File: src/rtl/seg_desc_builder.sv
module seg_desc_builder #(
  parameter int AW = 64,
  parameter int VA_W = 48,
  parameter int LW = 32,
  parameter int SEL_W = 16,
  parameter logic [SEL_W-1:0] SEL_VAL = 'h0B
) (
  input  logic                clk,
  input  logic                rst_n,
  input  logic                req_valid,
  input  logic                mode64,
  input  logic [AW-1:0]       region_base,
  input  logic [AW-1:0]       fs_ofs,
  input  logic [AW-1:0]       gs_ofs,
  input  logic [LW-1:0]       fs_lim,
  input  logic [LW-1:0]       gs_lim,
  input  logic [LW-1:0]       ds_limit,
  input  logic                ds_w,
  input  logic [1:0]          ds_dpl,
  input  logic                ds_avl,
  input  logic                ds_l,
  output logic                rsp_valid,
  output logic [AW-1:0]       fs_base,
  output logic [LW-1:0]       fs_limit,
  output logic [SEL_W+13:0]   fs_attr,
  output logic [AW-1:0]       gs_base,
  output logic [LW-1:0]       gs_limit,
  output logic [SEL_W+13:0]   gs_attr,
  output logic                fault,
  output logic [1:0]          fault_mask
);
  localparam int ATTR_W = SEL_W + 14;
  localparam int PG = 12;
  localparam int NSEG = 2;

  logic [NSEG-1:0][AW-1:0] ofs_v;
  logic [NSEG-1:0][LW-1:0] lim_v;
  logic [NSEG-1:0][AW-1:0] base_n;
  logic [NSEG-1:0]         bad_n;
  logic [ATTR_W-1:0]       attr_n;
  logic                    flat_ds;

  assign ofs_v   = {gs_ofs, fs_ofs};
  assign lim_v   = {gs_lim, fs_lim};
  assign flat_ds = &ds_limit;

  assign attr_n = {SEL_VAL, 1'b0, 1'b1, 1'b1, ds_l, ds_avl, 1'b1, ds_dpl, 1'b1, ds_w, 4'b0001};

  for (genvar g = 0; g < NSEG; g++) begin : g_seg
    logic [AW-1:0]      sum_w;
    logic [LW-1:0]      base32;
    logic [LW-1:0]      top32;
    logic [AW-VA_W:0]   hi;
    logic               canon, wrap, misal, bad32;

    assign sum_w  = ofs_v[g] + region_base;
    assign base32 = sum_w[LW-1:0];
    assign top32  = base32 + lim_v[g];
    assign wrap   = top32 < base32;
    assign hi     = sum_w[AW-1:VA_W-1];
    assign canon  = (&hi) | ~(|hi);
    assign misal  = |ofs_v[g][PG-1:0];
    assign bad32  = wrap ? ~flat_ds : (top32 > ds_limit);
    assign bad_n[g]  = misal | (mode64 ? ~canon : bad32);
    assign base_n[g] = mode64 ? sum_w : {{(AW-LW){1'b0}}, base32};
  end

  always_ff @(posedge clk or negedge rst_n) begin
    if (!rst_n) begin
      rsp_valid  <= 1'b0;
      fault_mask <= '0;
      fs_base    <= '0;
      gs_base    <= '0;
      fs_limit   <= '0;
      gs_limit   <= '0;
      fs_attr    <= '0;
      gs_attr    <= '0;
    end else begin
      rsp_valid <= req_valid;
      if (req_valid) begin
        fault_mask <= bad_n;
        fs_base    <= base_n[0];
        gs_base    <= base_n[1];
        fs_limit   <= fs_lim;
        gs_limit   <= gs_lim;
        fs_attr    <= attr_n;
        gs_attr    <= attr_n;
      end
    end
  end

  assign fault = |fault_mask;


  rsp_follow_chk: assert property (@(posedge clk) disable iff (!rst_n)
    req_valid |=> rsp_valid);

  rsp_single_chk: assert property (@(posedge clk) disable iff (!rst_n)
    !req_valid |=> !rsp_valid);

  hold_chk: assert property (@(posedge clk) disable iff (!rst_n)
    !req_valid |=> ($stable(fs_base) && $stable(gs_base) && $stable(fault_mask)));

  fs_align_chk: assert property (@(posedge clk) disable iff (!rst_n)
    (req_valid && (fs_ofs[PG-1:0] != '0)) |=> fault_mask[0]);

  gs_align_chk: assert property (@(posedge clk) disable iff (!rst_n)
    (req_valid && (gs_ofs[PG-1:0] != '0)) |=> fault_mask[1]);

  limit_copy_chk: assert property (@(posedge clk) disable iff (!rst_n)
    rsp_valid |-> (fs_limit == $past(fs_lim) && gs_limit == $past(gs_lim)));
endmodule

File: config.mk
export PLATFORM = sky130hd
export DESIGN_NAME = seg_desc_builder
export DESIGN_NICKNAME = d
export VERILOG_FILES = /design/src/rtl/seg_desc_builder.sv
export SDC_FILE = /design/constraint.sdc
export NUM_CORES = 1
export LEC_CHECK = 0
export ABC_AREA = 1
export BUFFER_PORTS_ARGS = -buffer_cell sky130_fd_sc_hd__buf_2
export CAP_MARGIN = 20
export CORE_AREA = 2 2 248 250
export CTS_BUF_LIST = sky130_fd_sc_hd__clkbuf_4 sky130_fd_sc_hd__clkbuf_8
export CTS_CLUSTER_DIAMETER = 120
export DETAILED_ROUTE_END_ITERATION = 6
export DIE_AREA = 0 0 250 252
export HOLD_SLACK_MARGIN = 0.05
export PLACE_DENSITY = 0.72
export REMOVE_ABC_BUFFERS = 1
export SLEW_MARGIN = 25
export SYNTH_ARGS = -nofsm -noshare
export SYNTH_HDL_FRONTEND = slang
export SYNTH_SLANG_ARGS = --single-unit
File: constraint.sdc
create_clock -name clk -period 2.1 [get_ports clk]
set_input_delay 0.315 -clock clk [delete_from_list [all_inputs] [get_ports clk]]
set_output_delay 0.315 -clock clk [all_outputs]
set_load 0.005 [all_outputs]
==> impl_summary.md <==
Worst setup path
Along the worst path, the maximum fanout reaches 4. The worst setup path is captured at a flop. The highest-delay cell along the critical path is sky130_fd_sc_hd__ha_4. The worst setup path is of the in2reg kind. In this design, the stage delay of the slowest critical-path cell is ~0.28 ns. The worst endpoint required time is ~2.6 ns. The register-to-register path setup slack is roughly 1.1 ns. The kind of start point of the critical path is an input port. The data arrival time of the critical path is roughly 4.8 ns. The count of cells along the worst register-to-register path is 3. The dominant cell type by count on the critical path is sky130_fd_sc_hd__buf_6.

Clock network
At the later pin of the worst-skew pair, clock insertion delay measures just over 0.6 ns. Clock-pin slew was measured on the worst setup and hold paths at ~0.07 ns. Counting every sink on the clock net gives around 200.

The number of clock buffers inserted by TritonCTS is 37. The H-tree generated during clock tree synthesis spans 2 levels. The longest clock path from root to sink contains 3 buffers.

TritonCTS built the clock tree. The root buffer cell is sky130_fd_sc_hd__clkbuf_8.

Route
Dividing the detail-routed wire length by the instance count gives approximately 19 um. The total iterations of the first detailed-routing run is 6. After detailed routing, the number of remaining DRC violations is 0.

Summed over all layers, the routed wires come to roughly 120,000 um. For this block, the initial DRC count from the detailed router was roughly 2,400. The detailed-route vias per instance is 5.02. The remaining antenna violation count after routing is 0. The number of vias in the routed layout is between 30,000 and 40,000.

Final layout
Once layout is complete, the cells apart from fillers number 6,684. Of the cells placed in the final design, the portion with a size suffix greater than 1 is 0.378. The library cells used most frequently in the layout, excluding fill and tap cells, are sky130_fd_sc_hd__nand2_1 (1,498), sky130_fd_sc_hd__buf_4 (946), sky130_fd_sc_hd__inv_1 (724), sky130_fd_sc_hd__buf_2 (500), sky130_fd_sc_hd__nor2_1 (216). From synthesis to final layout, the design area changed by 58.8%.

The most common library cell in the layout ignoring fill and taps is sky130_fd_sc_hd__nand2_1. The final-stage net count is 6,485.

Floorplan
For this configuration, the core starts out at a cell density of 0.436. The area of the placeable core is ~0.060 mm2. about 550 I/O pins were placed.

The die is ~250 um tall. The die footprint is 0.0630 mm2. The number of rows created at floorplan is 90. From left edge to right edge, the die measures approximately 250 um.

Pwr
The share of total power dissipated in combinational logic is 0.677. Of the total power, registers draw 0.160. Internal power comes to approximately 17 mW. Summed over all nets, the switching power comes to 12.7 mW. The static leakage power is roughly 24 nW. The fraction of power consumed by the clock network is 0.163. The power density normalized to cell area is between 700 and 800 mW/mm2. Of the total power, the share spent switching nets is 0.436. The worst IR drop on VDD is 0.000492 V.

Timing
The pin slew with the least headroom to its limit is a little over 0.8 ns. The tightest hold path in the finished design has a slack of 0.0713 ns. The setup TNS is -4.42 ns. Setup repair after global routing could not meet its margin everywhere. The highest attainable clock frequency is between 0.2 and 0.25 GHz. Setup violations remaining at the end of the flow were counted as 2. The final worst slack is -2.22 ns. In the finished design, the share of the clock period the worst path needs comes to 2.06. For the finished layout, the period the worst path requires is 4.32 ns. The final count of pins violating max slew is 0.

The normalized max-slew margin is 0.456. Between clock sinks in the finished design, the worst skew comes to 0 ns. The final count of hold timing violations came to 0.

Logic synthesis
Averaged over all synthesized cells, the footprint is just over 6 um2. The number of synthesis warnings is 0. The number of unique standard cell types used by synthesis is 58. The gate count of the mapped netlist is around 4,300. The synthesized area is 0.0262 mm2. The register area share after synthesis is 0.192. Synthesis inferred 201 register bits. The dominant synthesized flop cell is sky130_fd_sc_hd__dfrtp_1. Counting flops with a built-in enable in the synthesized netlist gives 0. The async set-or-reset flop fraction in the synthesized netlist is 1.00.

Place
After detailed placement, the design holds a cell count of between 6,000 and 7,000. The total of buffers placed on input and output ports is 518. The congestion estimate from routability-driven global placement came to 1.07. The total half-perimeter wirelength after legalization and detailed placement is 103,000 um.

Global routing
The via count of the first global-routing pass is 31,229. The global routing met1 resource utilization is 0.468. For this run the aggregate overflow at the end of global routing stands at 0. The global-route usage over all layers is 0.368. The most heavily used metal layer in global routing is met2. The met2 usage in global routing is 0.609.

The number of antenna violations at the first check in global routing is 12. The wire length of the first global-routing pass is about 180,000 um. For this run, global-route usage on met3 was measured as 0.0617.

Entering global routing, the biggest net connects 85 pins.

Hold path
The worst min-delay path class is in2reg. The count of cells along the worst hold path is 4.

Run
Across the run, the number of max-cap violations was 0.

Status
The flow ran to the end, but the final reports show violations. The final reports fail on negative setup slack.
-- per-layer routing --
layer / up-vias / routed length (um)
li1: 16572 / -
met1: 15178 / 50300
met2: 1449 / 55900
met3: 335 / 10500
met4: 0 / 7610
met5: - / 0
-- synth_stat cells (15+ instances only) --
| master | instances | share of area |
|---|---|---|
| sky130_fd_sc_hd__inv_2 | 34 | 0.0049 |
| sky130_fd_sc_hd__nand3_1 | 140 | 0.027 |
| sky130_fd_sc_hd__a21oi_1 | 224 | 0.043 |
| sky130_fd_sc_hd__nor3_1 | 29 | 0.0055 |
| sky130_fd_sc_hd__xnor2_1 | 27 | 0.0090 |
| sky130_fd_sc_hd__clkbuf_1 | 41 | 0.0059 |
| sky130_fd_sc_hd__nand2_2 | 70 | 0.017 |
| sky130_fd_sc_hd__a31oi_1 | 33 | 0.0079 |
| sky130_fd_sc_hd__buf_4 | 54 | 0.015 |
| sky130_fd_sc_hd__nor2_2 | 45 | 0.011 |
| sky130_fd_sc_hd__nor2_4 | 16 | 0.0069 |
| sky130_fd_sc_hd__nand2_1 | 1616 | 0.23 |
| sky130_fd_sc_hd__nor4_1 | 15 | 0.0036 |
| sky130_fd_sc_hd__o31ai_1 | 19 | 0.0054 |
| sky130_fd_sc_hd__nand4_1 | 38 | 0.0091 |
| sky130_fd_sc_hd__o21ai_0 | 175 | 0.033 |
| sky130_fd_sc_hd__xor2_1 | 111 | 0.037 |
| sky130_fd_sc_hd__dfrtp_1 | 201 | 0.19 |
| sky130_fd_sc_hd__nor2_1 | 261 | 0.037 |
| sky130_fd_sc_hd__ha_1 | 316 | 0.15 |
| sky130_fd_sc_hd__inv_1 | 743 | 0.11 |
-- path summary, 6_finish.rpt --
| check | startpoint | end |
|---|---|---|
| hold reg to reg | fs_limit[11] | fs_limit[11] |
| setup / recovery | region_base[8] | fault_mask[1] |
| hold / removal | fs_ofs[0] | fs_base[0] |
| max in group asynchronous | rst_n | gs_base[1] |
| setup reg to reg | fault_mask[0] | fault_mask[0] |
| min in group asynchronous | rst_n | fs_base[62] |
-- final cells by class --
cell class | instances | area (um2)
diodes | 11 | 27.5
inverters | 779 | 2930
well taps | 782 | 978
fillers | 5178 | 18500
multi-input cells | 3289 | 20900
clock inverters | 10 | 229
flip-flops and latches | 201 | 5030
clock buffers | 52 | 666
repair buffers | 1560 | 10900
-- kinds of logic (layout without fill, tap and decap cells) --
family / Yosys count / count (layout) / share of synthesized area
compound gates: 530 / 530 / 0.115
other cells: 1 / 45 / 0.000143
xor+xnor: 139 / 139 / 0.0467
buf+inv: 878 / 2401 / 0.133
flops: 201 / 201 / 0.192
fa+ha+maj: 320 / 320 / 0.154
simple gates: 2266 / 2266 / 0.360
-- repair_timing --
| action | 4_1_cts | 5_1_grt |
|---|---|---|
| hold endpoints to repair | 137 | 0 |
| gates resized for setup | 70 | 581 |
| setup endpoints to repair | 10 | 47 |
| hold buffers | 69 | 0 |
| gates cloned | 0 | 0 |
| pin swaps | 32 | 225 |
| buffers inserted | 3 | 54 |
-- flip-flops by register name, summed over array words and instances (netlist names) --
signal and count:
gs_limit 32, gs_attr 6, fs_limit 32, gs_base 64, fault_mask 2, fs_base 64
rsp_valid 1
-- stage by stage --
stage	setup slack, ns	util	power [mW]	instance area [um2]
2_1_floorplan	-3.15	-	13.1	25800
3_3_place_gp	-3.09	0.606	21.2	36400
3_5_place_dp	-3.17	0.606	21.4	36400
4_1_cts	-2.27	0.639	26.7	38400
5_1_grt	-2.53	0.693	31.3	41700
6_report	-2.22	0.693	29.3	41700
-- worst max-delay path, delay by kind of cell --
family / cells / cell delay [ns]
adder cells (fa/ha/maj): 3 / 0.77
AO/OA/AOI/OAI: 10 / 1.37
buffers and inverters: 8 / 0.99
XOR/XNOR: 2 / 0.35
AND/OR/NAND/NOR: 8 / 0.99
-- power by group through the flow --
stage / Combinational (mW) / Sequential [mW] / Clock (mW)
finish: 19.8 / 4.70 / 4.76
global route: 21.5 / 4.75 / 5.00
CTS: 17.2 / 4.68 / 4.83
detailed placement: 16.7 / 4.74 / 0
global placement: 16.5 / 4.72 / 0
floorplan: 8.33 / 4.79 / 0
Power figures use the tool's default switching activity.
